File: config.mk
export PLATFORM = sky130hd
export DESIGN_NAME = tone_correlator
export DESIGN_NICKNAME = d
export VERILOG_FILES = /design/src/rtl/tone_pkg.sv /design/src/rtl/tone_rst_sync.sv /design/src/rtl/tone_phase.sv /design/src/rtl/tone_sine_rom.sv /design/src/rtl/tone_corr.sv /design/src/rtl/tone_correlator.sv
export SDC_FILE = /design/constraint.sdc
export NUM_CORES = 1
export LEC_CHECK = 0
export ABC_AREA = 1
export BUFFER_PORTS_ARGS = -buffer_cell sky130_fd_sc_hd__buf_4
export CAP_MARGIN = 30
export CORE_UTILIZATION = 26
export CTS_BUF_LIST = sky130_fd_sc_hd__clkbuf_4 sky130_fd_sc_hd__clkbuf_8
export CTS_CLUSTER_DIAMETER = 40
export DETAILED_ROUTE_END_ITERATION = 12
export PLACE_DENSITY = 0.45
export SYNTH_ARGS = -nofsm -noshare
export SYNTH_HDL_FRONTEND = slang
export SYNTH_SLANG_ARGS = --single-unit
File: constraint.sdc
create_clock -name clk -period 12.6 [get_ports clk]
set_input_delay 2.52 -clock clk [delete_from_list [all_inputs] [get_ports clk]]
set_output_delay 2.52 -clock clk [all_outputs]
set_load 0.01 [all_outputs]
File: src/rtl/tone_pkg.sv
package tone_pkg;

  // Signed sine magnitude by a rational approximation on the half wave,
  // rounded to nearest; negated on the second half of the table.
  function automatic int sine_entry(int idx, int aw, int amp_w);
    longint half;
    longint j;
    longint p;
    longint amp;
    longint num;
    longint den;
    longint mag;
    half = longint'(1) << (aw - 1);
    j    = longint'(idx) % half;
    p    = j * (half - j);
    amp  = (longint'(1) << (amp_w - 1)) - 1;
    num  = 32 * amp * p;
    den  = 5 * half * half - 4 * p;
    mag  = (num + den) / (2 * den);
    if (longint'(idx) >= half) return -int'(mag);
    return int'(mag);
  endfunction

endpackage

File: src/rtl/tone_rst_sync.sv
module tone_rst_sync (
  input  logic clk,
  input  logic rst_n,
  output logic rst_sync_n
);
  logic [1:0] sync_q;
  logic [1:0] sync_d;

  always_comb sync_d = {sync_q[0], 1'b1};

  always_ff @(posedge clk or negedge rst_n) begin
    if (!rst_n) sync_q <= 2'b00;
    else        sync_q <= sync_d;
  end

  assign rst_sync_n = sync_q[1];
endmodule

File: src/rtl/tone_phase.sv
module tone_phase #(
  parameter int PHASE_W = 32,
  parameter int CNT_W   = 16
) (
  input  logic               clk,
  input  logic               rst_n,
  input  logic               cfg_we,
  input  logic               cfg_sel,
  input  logic [PHASE_W-1:0] cfg_wdata,
  output logic [PHASE_W-1:0] phase_q,
  output logic [CNT_W-1:0]   win_len,
  output logic               win_restart
);
  logic [PHASE_W-1:0] step_q;
  logic [PHASE_W-1:0] step_d;
  logic [PHASE_W-1:0] phase_d;
  logic [CNT_W-1:0]   win_d;
  logic               step_en;
  logic               win_en;

  always_comb begin
    step_en = cfg_we & ~cfg_sel;
    win_en  = cfg_we & cfg_sel;
    step_d  = cfg_wdata;
    win_d   = cfg_wdata[CNT_W-1:0];
    phase_d = phase_q + step_q;
  end

  always_ff @(posedge clk or negedge rst_n) begin
    if (!rst_n) begin
      phase_q <= '0;
      step_q  <= '0;
      win_len <= '0;
    end else begin
      phase_q <= phase_d;
      if (step_en) step_q  <= step_d;
      if (win_en)  win_len <= win_d;
    end
  end

  assign win_restart = win_en;
endmodule

File: src/rtl/tone_sine_rom.sv
module tone_sine_rom #(
  parameter int AW    = 9,
  parameter int AMP_W = 8
) (
  input  logic [AW-1:0]           addr,
  output logic signed [AMP_W-1:0] sin_v,
  output logic signed [AMP_W-1:0] cos_v
);
  localparam int            DEPTH   = 1 << AW;
  localparam logic [AW-1:0] QUARTER = AW'(DEPTH / 4);

  logic signed [AMP_W-1:0] rom [DEPTH];
  logic [AW-1:0]           cos_addr;

  for (genvar k = 0; k < DEPTH; k++) begin : g_entry
    assign rom[k] = AMP_W'(tone_pkg::sine_entry(k, AW, AMP_W));
  end

  assign cos_addr = addr + QUARTER;
  assign sin_v    = rom[addr];
  assign cos_v    = rom[cos_addr];
endmodule

File: src/rtl/tone_corr.sv
module tone_corr #(
  parameter int ACC_W = 32,
  parameter int AMP_W = 8,
  parameter int CNT_W = 16
) (
  input  logic                    clk,
  input  logic                    rst_n,
  input  logic                    win_restart,
  input  logic [CNT_W-1:0]        win_len,
  input  logic                    adc_bit,
  input  logic signed [AMP_W-1:0] sin_v,
  input  logic signed [AMP_W-1:0] cos_v,
  output logic signed [ACC_W-1:0] acc_sin,
  output logic signed [ACC_W-1:0] acc_cos,
  output logic signed [ACC_W-1:0] res_sin,
  output logic signed [ACC_W-1:0] res_cos,
  output logic                    done
);
  logic signed [ACC_W-1:0] term_s, term_c;
  logic signed [ACC_W-1:0] sum_s, sum_c;
  logic signed [ACC_W-1:0] acc_s_d, acc_c_d;
  logic [CNT_W-1:0]        cnt_q, cnt_d;
  logic                    last, res_en, done_d;

  always_comb begin
    term_s = ACC_W'(sin_v);
    term_c = ACC_W'(cos_v);
    if (!adc_bit) begin
      term_s = -term_s;
      term_c = -term_c;
    end
    sum_s  = acc_sin + term_s;
    sum_c  = acc_cos + term_c;
    last   = (cnt_q == win_len - CNT_W'(1));
    res_en = last & ~win_restart;
    if (win_restart) begin
      acc_s_d = '0;
      acc_c_d = '0;
      cnt_d   = '0;
      done_d  = 1'b0;
    end else if (last) begin
      acc_s_d = '0;
      acc_c_d = '0;
      cnt_d   = '0;
      done_d  = 1'b1;
    end else begin
      acc_s_d = sum_s;
      acc_c_d = sum_c;
      cnt_d   = cnt_q + CNT_W'(1);
      done_d  = 1'b0;
    end
  end

  always_ff @(posedge clk or negedge rst_n) begin
    if (!rst_n) begin
      acc_sin <= '0;
      acc_cos <= '0;
      cnt_q   <= '0;
      done    <= 1'b0;
      res_sin <= '0;
      res_cos <= '0;
    end else begin
      acc_sin <= acc_s_d;
      acc_cos <= acc_c_d;
      cnt_q   <= cnt_d;
      done    <= done_d;
      if (res_en) begin
        res_sin <= sum_s;
        res_cos <= sum_c;
      end
    end
  end
endmodule

File: src/rtl/tone_correlator.sv
module tone_correlator #(
  parameter int PHASE_W = 32,
  parameter int TBL_AW  = 9,
  parameter int AMP_W   = 8,
  parameter int ACC_W   = 32,
  parameter int CNT_W   = 16
) (
  input  logic               clk,
  input  logic               rst_n,
  input  logic               cfg_we,
  input  logic               cfg_sel,
  input  logic [PHASE_W-1:0] cfg_wdata,
  input  logic               adc_bit,
  output logic [AMP_W-1:0]   dac_code,
  output logic [ACC_W-1:0]   corr_sin,
  output logic [ACC_W-1:0]   corr_cos,
  output logic               corr_done
);
  localparam logic [AMP_W-1:0] MID = AMP_W'(1) << (AMP_W - 1);

  logic                    rst_sync_n;
  logic [PHASE_W-1:0]      phase_q;
  logic [CNT_W-1:0]        win_len;
  logic                    win_restart;
  logic [TBL_AW-1:0]       tbl_addr;
  logic signed [AMP_W-1:0] sin_v, cos_v;
  logic signed [ACC_W-1:0] acc_sin, acc_cos, res_sin, res_cos;
  logic [AMP_W-1:0]        dac_q, dac_d;

  tone_rst_sync u_rst (
    .clk        (clk),
    .rst_n      (rst_n),
    .rst_sync_n (rst_sync_n)
  );

  tone_phase #(.PHASE_W(PHASE_W), .CNT_W(CNT_W)) u_phase (
    .clk         (clk),
    .rst_n       (rst_sync_n),
    .cfg_we      (cfg_we),
    .cfg_sel     (cfg_sel),
    .cfg_wdata   (cfg_wdata),
    .phase_q     (phase_q),
    .win_len     (win_len),
    .win_restart (win_restart)
  );

  assign tbl_addr = phase_q[PHASE_W-1 -: TBL_AW];

  tone_sine_rom #(.AW(TBL_AW), .AMP_W(AMP_W)) u_rom (
    .addr  (tbl_addr),
    .sin_v (sin_v),
    .cos_v (cos_v)
  );

  tone_corr #(.ACC_W(ACC_W), .AMP_W(AMP_W), .CNT_W(CNT_W)) u_corr (
    .clk         (clk),
    .rst_n       (rst_sync_n),
    .win_restart (win_restart),
    .win_len     (win_len),
    .adc_bit     (adc_bit),
    .sin_v       (sin_v),
    .cos_v       (cos_v),
    .acc_sin     (acc_sin),
    .acc_cos     (acc_cos),
    .res_sin     (res_sin),
    .res_cos     (res_cos),
    .done        (corr_done)
  );

  always_comb dac_d = $unsigned(sin_v) + MID;

  always_ff @(posedge clk or negedge rst_sync_n) begin
    if (!rst_sync_n) dac_q <= MID;
    else             dac_q <= dac_d;
  end

  assign dac_code = dac_q;
  assign corr_sin = res_sin;
  assign corr_cos = res_cos;
endmodule

=== Word level (Yosys, flattened, before mapping) ===
Memories as Yosys holds them, arrays and structs flattened.
Index checks and enable logic that the tools add are counted.

* $add $sub $neg: 9
* Magnitude comparators: 2
* Eq/ne operators: 1
* Muxes and demuxes: 14
* Bitwise logic cells: 7

{| class="wikitable"
|+ Operators with widths
! cell !! count
|-
| 2-to-1 mux 32 bit || 6
|-
| adder 32 bit || 3
|-
| negation 8 -> 32 bit || 2
|-
| 2-to-1 mux 16 bit || 2
|-
| 2-to-1 mux 8 bit || 4
|-
| >= comparator 10 bit (second input constant) || 2
|-
| inverter 9 -> 10 bit || 2
|-
| adder 16 x 1 -> 16 bit (second input constant) || 1
|-
| equality test 16 bit || 1
|-
| subtractor 16 x 1 -> 16 bit (second input constant) || 1
|-
| adder 9 x 8 -> 9 bit (second input constant) || 1
|-
| adder 8 bit (second input constant) || 1
|-
| AND 1 bit || 3
|-
| 2-to-1 mux 1 bit || 2
|-
| inverter 1 bit || 2
|}

* Register bits after elaboration: 235
* Memory bits (read-only): 8192
* Logic and storage cells: 46
* Memories: 2

{| class="wikitable"
|+ Memories
! memory !! depth !! bits a word !! read ports !! clocked after memory_dff !! write ports !! line !! source
|-
| (no name shown) || 512 || 8 || 1 || 0 || 0 || tone_sine_rom.sv:20 || <nowiki>assign sin_v = rom[addr];</nowiki>
|-
| (no name shown) || 512 || 8 || 1 || 0 || 0 || tone_sine_rom.sv:21 || <nowiki>assign cos_v = rom[cos_addr];</nowiki>
|}

=== Longest topological paths before layout ===
Gate-level depths: netlist of run 1.

* Depth after elaboration: 10
* Gate-level depth with buffers: 38

=== Hierarchy ===
From an unflattened synthesis of run 1, not the netlist that was laid out.

* Cell total of the unflattened synthesis: 3147
* Area, all modules: 19867.8 µm²

{| class="wikitable"
|+ Modules (own cells, without submodules)
! module !! instances !! cells an instance !! area an instance (µm²)
|-
| tone_corr || 1 || 1884 || 11918.9
|-
| tone_phase || 1 || 682 || 4986.0
|-
| tone_sine_rom || 1 || 569 || 2703.8
|-
| tone_correlator || 1 || 9 || 205.2
|-
| tone_rst_sync || 1 || 3 || 53.8
|}

=== Least setup slack after synthesis of run 1 ===
No wires, ideal clock.

* Path kind: input-to-reg
* Start point: input adc_bit
* End point: register u_corr.res_cos[22]
* Library setup time: 66 ps
* Data arrival time: 5020 ps
* Path slack: 7514 ps
* Stages: 21
* Path buffers: 2
* Cell sequence: clkbuf_1 > inv_1 > buf_1 > nand2_1 > nand2_1 > nand2_1 > inv_1 > ha_1 > nand2_1 > o21ai_0 > a21boi_0 > inv_1 > nand2_1 > nand2_1 > nand2_1 > nand2_1 > nand2_1 > nand2_1 > xor2_1 > nand3_1 > nand2_1

* Longest elaborated chain between the ends: 2

{| class="wikitable"
|+ RTL lines
! element !! line !! source
|-
| start, declared || tone_correlator.sv:13 || <nowiki>input logic adc_bit,</nowiki>
|-
| 2-to-1 mux 32 bit || tone_corr.sv:28 || <nowiki>if (!adc_bit) begin</nowiki>
|-
| adder 32 bit || tone_corr.sv:33 || <nowiki>sum_c = acc_cos + term_c;</nowiki>
|-
| end signal, assigned || tone_corr.sv:69 || <nowiki>res_cos <= sum_c;</nowiki>
|-
| end, declared || tone_corr.sv:16 || <nowiki>output logic signed [ACC_W-1:0] res_cos,</nowiki>
|}

No other way between the ends.
A chain may end at the register's enable or synchronous reset.

=== Worst setup path after layout of run 1 ===
* Start point: register u_phase.phase_q[24]
* End point: register u_corr.acc_cos[26]

* Longest elaborated chain between the ends: 10

{| class="wikitable"
|+ RTL lines
! element !! line !! source
|-
| start, declared || tone_phase.sv:10 || <nowiki>output logic [PHASE_W-1:0] phase_q,</nowiki>
|-
| start signal, assigned || tone_phase.sv:35 || <nowiki>phase_q <= phase_d;</nowiki>
|-
| adder 9 x 8 -> 9 bit (*) || tone_sine_rom.sv:19 || <nowiki>assign cos_addr = addr + QUARTER;</nowiki>
|-
| inverter 9 -> 10 bit (implied by the code) (*) || tone_sine_rom.sv:21 ||
|-
| memory read (512 x 8 bit) (*) || - ||
|-
| 2-to-1 mux 8 bit (implied by the code) (*) (2 in a row) || tone_sine_rom.sv:21 ||
|-
| negation 8 -> 32 bit || tone_corr.sv:30 || <nowiki>term_c = -term_c;</nowiki>
|-
| 2-to-1 mux 32 bit (*) || tone_corr.sv:28 ||
|-
| adder 32 bit (*) || tone_corr.sv:33 ||
|-
| 2-to-1 mux 32 bit (*) || tone_corr.sv:41 || <nowiki>end else if (last) begin</nowiki>
|-
| 2-to-1 mux 32 bit (*) || tone_corr.sv:36 || <nowiki>if (win_restart) begin</nowiki>
|-
| named net u_corr.acc_c_d[26] || tone_corr.sv:21 || <nowiki>logic signed [ACC_W-1:0] acc_s_d, acc_c_d;</nowiki>
|-
| end signal, assigned || tone_corr.sv:57 || <nowiki>acc_cos <= '0;</nowiki>
|-
| end signal, assigned || tone_corr.sv:64 || <nowiki>acc_cos <= acc_c_d;</nowiki>
|-
| end, declared || tone_corr.sv:14 || <nowiki>output logic signed [ACC_W-1:0] acc_cos,</nowiki>
|}

The timed path passes the listed nets; every way through them passes the cells marked *. The select of a mux whose other input is x is not followed.

==> flow_summary.json, run 1 <==
{
  "outcome": "finished, final reports clean",
  "postSynthAreaPerCell_um2": 6.96,
  "worstPathMaxFanout": 11,
  "stdcell_area_um2": 20900,
  "synth_fp_nets": 2739,
  "relSlewSlack_pct": 28.8,
  "io_buffers": 109,
  "worstHoldStart": "u_rst.sync_q[0]$_DFF_PN0_",
  "die_h_um": 264,
  "reg2reg_from": "u_phase.phase_q[24]$_DFF_PN0_",
  "tightest_slew_ns": 1.06,
  "ys_ff_latch": 235,
  "cts_hold_buf": 0,
  "synth_most_common_cell": "nand2_1",
  "placed_area_um2": 19500,
  "yosys-top-cells-area": "dfrtp_1 (33%), nand2_1 (17%), ha_1 (8.7%)",
  "synth.top_cells.by_count": "nand2_1 (798), nor2_1 (240), inv_1 (239), dfrtp_1 (234), nand3_1 (234)",
  "drv_cap": 0,
  "arrival_ns": 6.49,
  "fin_crit_sh_pct": 47.2,
  "ctsResizeCount": 0,
  "grt_antenna_before_repair": 1,
  "dp.cells": 3488,
  "cts_buffer_depth": 3,
  "drt-pass1-iter-count": 8,
  "die-width_um": 264,
  "drive_above_1_share_pct": 10.6,
  "cts_setup_buffers": 0,
  "path_class": "flop to flop",
  "stdcell_count": 3590,
  "end_kind": "flop",
  "grt_setup_unrepaired": "no",
  "pre_cts_ws_ns": 6.46,
  "clock.fmax_ghz": 0.168,
  "start_util_pct": 26.5,
  "required_ns": 13.14,
  "dr_total_vias": 17200,
  "slew_viol_final": 0,
  "ios": 110,
  "syn_inst": 2574,
  "vias_per_cell": 4.79,
  "detail-route-antenna-nets": 0,
  "nNetsFinal": 2838,
  "worstSkewPairLatency_ns": 0.64,
  "yosysWarnings": 0,
  "gp_congestion": 0.923,
  "synth_top_flop_cell": "dfrtp_1",
  "hold_viol": 0,
  "fin_crit_ns": 5.95,
  "wl_per_cell_um": 16.2,
  "rows": 95,
  "n_fill_cell": 7324,
  "cts_made_buffers": 54,
  "hold_class": "flop to flop",
  "yosysSeqAreaShare_pct": 32.8,
  "grt_start_max_net_pins": 121,
  "finalSetupViolCount": 0,
  "grt_overflow_total": 0,
  "dp_hpwl_mm": 43.0,
  "root_buffer": "clkbuf_8",
  "cts_tree": "yes",
  "hold_depth": 0,
  "drc_errors": 0,
  "gr-usage-all-layers_pct": 16.7,
  "htree_levels": 2,
  "die_area_um2": 69900,
  "startpoint": "u_phase.phase_q[24]$_DFF_PN0_",
  "grt_pass1_vias": 17500,
  "crit_slowest_cell": "o41ai_1",
  "wl_mm": 58.1,
  "crit_top_cell": "nand2_1",
  "area_delta_synth_final_pct": 16.7,
  "finalSetupTns_ns": 0,
  "fin_skew_ns": 0.0390,
  "synthDistinctLibCells": 53,
  "synth.cell_area_um2": 17900,
  "coreArea_um2": 67600,
  "slowest_delay_ns": 0.73,
  "first_iter_violations": 1106,
  "ys_async_sr_fraction_pct": 100,
  "rr_worst_depth": 33,
  "yosysTopAreaCellShare_pct": 32.7,
  "setup_ws_ns": 6.65,
  "grt_pass1_wl_mm": 94.6,
  "cts_sinks": 235,
  "clk_pin_slew_worst_paths_ns": 0.06,
  "synth-edff-count": 0,
  "yosysTopAreaCell": "dfrtp_1",
  "startpoint_type": "flop"
}
[stage by stage]
| stage | hold slack, ns | utilization [%] |
|---|---|---|
| after global routing | 0.365 | 30.9 |
| after CTS | 0.347 | 30.8 |
| final | 0.344 | 30.9 |
| after floorplan | 0.331 | - |
| after detailed placement | 0.336 | 28.9 |
| after global placement | 0.334 | 28.8 |
[flip-flops by register name, summed over array words and instances, names as in the netlist]
name,cells
dac_code,8
u_corr.acc_cos,32
u_corr.acc_sin,32
u_corr.cnt_q,16
u_corr.done,1
u_corr.res_cos,32
u_corr.res_sin,32
u_phase.phase_q,32
u_phase.step_q,32
u_phase.win_len,16
u_rst.sync_q,2
[worst max-delay path, delay by kind of cell (launching register included)]
kind	cells	cell delay, ns
flip-flops	1	0.50
AND/OR/NAND/NOR	22	2.59
buffers and inverters	5	0.61
AO/OA/AOI/OAI	2	0.87
adder cells (fa/ha/maj)	4	1.29
[cell families after synthesis]
| family | after synthesis | share of synthesized area, % |
|---|---|---|
| AND/OR/NAND/NOR | 1384 | 32.4 |
| AO/OA/AOI/OAI | 352 | 10.9 |
| buffers and inverters | 334 | 7.72 |
| flip-flops | 235 | 32.8 |
| adder cells (fa/ha/maj) | 128 | 9.07 |
| XOR/XNOR | 124 | 6.07 |
| multiplexers | 16 | 1.01 |
| other | 1 | 0.0209 |
[cells in the final DEF (no fill, tap or decap), types with 11 or more instances in the layout]
cell type  instances
o21ai_0          136
a21o_1            12
xnor2_1           31
a21oi_1          140
nor2_1           240
nand2_1          797
o21a_1            11
o211ai_1          11
clkbuf_8          64
ha_1             125
mux2_2            16
inv_1            239
nand3_1          234
nand4_1           28
buf_4            121
dfrtp_1          233
xor2_1            93
nor3_1            35
[final timing paths]
| kind | end | slack, ns |
|---|---|---|
| worst min-delay path | u_rst.sync_q[1]$_DFF_PN0_ | 0.34 |
| min in group asynchronous | u_corr.res_cos[12]$_DFFE_PN0P_ | 0.39 |
| worst max-delay path | u_corr.acc_cos[26]$_DFF_PN0_ | 6.65 |
| max in group asynchronous | u_phase.phase_q[24]$_DFF_PN0_ | 10.20 |
| worst min register to register | u_rst.sync_q[1]$_DFF_PN0_ | 0.34 |
| worst max register to register | u_corr.acc_cos[26]$_DFF_PN0_ | 6.65 |
[final cells by class]
class	count	area, um2	area share [%]
multi-input combinational	2005	10600	51.0
clock buffer	74	956	4.57
sequential	235	5890	28.2
clock inverter	25	362	1.73
timing repair buffer	126	1010	4.81
antenna	1	2.50	0.0120
inverter	251	947	4.53
tap	873	1090	5.23
[layer usage]
metal  routed length [um]  track usage, %  vias up
met1                26900            22.1     8058
met2                26600            27.5      433
li1                     -               -     8591
met3                 2970            2.85      103
met4                 1650            5.39        0
met5                    0               0        -
Power of run 1 is left out: the tool's default activity adds up to more than one toggle a clock period on the data nets, which glitch-free logic cannot reach.
==> inputs of run 2 (changes only) <==
--- a/config.mk
+++ b/config.mk
@@ -12,7 +12,7 @@
 export CTS_BUF_LIST = sky130_fd_sc_hd__clkbuf_4 sky130_fd_sc_hd__clkbuf_8
 export CTS_CLUSTER_DIAMETER = 40
 export DETAILED_ROUTE_END_ITERATION = 12
-export PLACE_DENSITY = 0.45
+export PLACE_DENSITY = 0.46
 export SYNTH_ARGS = -nofsm -noshare
 export SYNTH_HDL_FRONTEND = slang
 export SYNTH_SLANG_ARGS = --single-unit
==> constraint.sdc (replaced) <==
create_clock -name clk -period 5.1 [get_ports clk]
set_input_delay 1.02 -clock clk [delete_from_list [all_inputs] [get_ports clk]]
set_output_delay 1.02 -clock clk [all_outputs]
set_load 0.01 [all_outputs]
==> flow_summary.json, run 2 (synthesis gave the netlist of run 1 again) <==
{
  "fin_crit_sh_pct": 94.5,
  "wl_met3_mm": 3.04,
  "clk_pin_slew_worst_paths_ns": 0.06,
  "htree_levels": 2,
  "cts_sinks": 235,
  "grt_antenna_before_repair": 2,
  "finalSetupTns_ns": 0,
  "worstPathMaxFanout": 8,
  "grt_start_max_net_pins": 120,
  "drc_errors": 0,
  "arrival_ns": 5.40,
  "worstSkewPairLatency_ns": 0.65,
  "grt_pass1_vias": 18300,
  "io_buffers": 109,
  "gr-usage-all-layers_pct": 17.5,
  "finalSetupViolCount": 0,
  "fin_crit_ns": 4.82,
  "rr_worst_depth": 31,
  "nNetsFinal": 3058,
  "wl_mm": 61.3,
  "root_buffer": "clkbuf_8",
  "grt_pass1_wl_mm": 98.5,
  "area_delta_synth_final_pct": 28.3,
  "cts_made_buffers": 55,
  "grt_overflow_total": 0,
  "wl_per_cell_um": 16.1,
  "wl_met2_mm": 28.7,
  "outcome": "finished, final reports clean",
  "cts_tree": "yes",
  "end_kind": "flop",
  "first_iter_violations": 1143,
  "slowest_delay_ns": 0.44,
  "ios": 110,
  "detail-route-antenna-nets": 0,
  "die_h_um": 264,
  "tightest_slew_ns": 0.875,
  "path_class": "flop to flop",
  "grt_setup_unrepaired": "yes",
  "drv_cap": 0,
  "hold_class": "input pin to asynchronous set/reset pin",
  "cts_buffer_depth": 3,
  "start_util_pct": 26.5,
  "dr_total_vias": 18100,
  "crit_top_cell": "nand2_1",
  "dp_hpwl_mm": 46.4,
  "vias_per_cell": 4.74,
  "startpoint_type": "flop",
  "final_cell_mix": "nand2_1 (782), buf_4 (342), inv_1 (234)",
  "slew_viol_final": 0,
  "die-width_um": 264,
  "relSlewSlack_pct": 41.6,
  "fin_skew_ns": 0.0201,
  "die_area_um2": 69900,
  "m1WireLength_mm": 28.2,
  "coreArea_um2": 67600,
  "gp_congestion": 0.931,
  "cts_hold_buf": 0,
  "rows": 95,
  "layout_commonest_cell": "nand2_1",
  "drive_above_1_share_pct": 20.1,
  "hold_viol": 0,
  "drt-pass1-iter-count": 5,
  "clock.fmax_ghz": 0.208,
  "top_layer": "met5",
  "required_ns": 5.68,
  "crit_slowest_cell": "dfrtp_2"
}
-- run 2: cell count changes in the layout (fill, tap and decap cells not counted), moves of 11 or more --
cell,delta
nor2_2,+11
buf_4,+221
nand2_2,+13
o21ai_0,-12
nor2_1,-15
nand2_1,-15
-- run 2: metal layers --
metal	vias to the layer above	global-route usage, %
met3	99	3.00
li1	9036	-
met5	-	0
met1	8516	23.0
met4	2	5.03
met2	422	29.3
-- run 2: final timing paths --
| check | start | end | slack (ns) |
|---|---|---|---|
| worst max-delay path | u_phase.phase_q[24]$_DFF_PN0_ | u_corr.res_sin[28]$_DFFE_PN0P_ | 0.28 |
| worst min-delay path | rst_n | u_rst.sync_q[1]$_DFF_PN0_ | 0.15 |
| worst max register to register | u_phase.phase_q[24]$_DFF_PN0_ | u_corr.res_sin[28]$_DFFE_PN0P_ | 0.28 |
| worst min register to register | u_rst.sync_q[0]$_DFF_PN0_ | u_rst.sync_q[1]$_DFF_PN0_ | 0.35 |
| max in group asynchronous | u_rst.sync_q[1]$_DFF_PN0_ | u_corr.cnt_q[0]$_DFF_PN0_ | 3.42 |
| min in group clk | u_rst.sync_q[0]$_DFF_PN0_ | u_rst.sync_q[1]$_DFF_PN0_ | 0.35 |
-- run 2: layout make-up --
| cell class | count | area, um2 |
|---|---|---|
| fillers | 7249 | 44700 |
| well taps | 873 | 1090 |
| multi-input cells | 2005 | 11000 |
| inverters | 251 | 950 |
| diodes | 1 | 2.50 |
| flip-flops and latches | 235 | 5890 |
| clock inverters | 27 | 394 |
| repair buffers | 345 | 2630 |
| clock buffers | 75 | 976 |
-- run 2: worst max-delay path, delay by kind of cell, from the launching register on --
kind	cells	cell delay (ns)
AO/OA/AOI/OAI	3	0.36
XOR/XNOR	1	0.22
adder cells (fa/ha/maj)	3	0.80
buffers and inverters	8	0.98
flip-flops	1	0.44
AND/OR/NAND/NOR	16	1.94
-- run 2: repair_timing --
item                                   in CTS  in global routing
pin swaps                                   0                  8
setup endpoints to repair                  23                 91
setup buffers                               0                  7
endpoints found under the hold margin       0                  0
resized for setup                           5                101
-- run 2: through the flow --
step / utilization, % / setup WS [ns] / instances / hold WS (ns) / instance area (um2)
after floorplan: - / 0.782 / 2574 / 0.331 / 17900
after global placement: 31.3 / -0.103 / 3701 / 0.339 / 21100
after detailed placement: 31.3 / -0.102 / 3702 / 0.337 / 21100
after CTS: 33.3 / 0.0175 / 3804 / 0.0962 / 22500
after global routing: 34.0 / -0.0524 / 3812 / 0.0893 / 23000
final: 34.0 / 0.282 / 3812 / 0.149 / 23000
Power of run 2 is left out for the same reason.
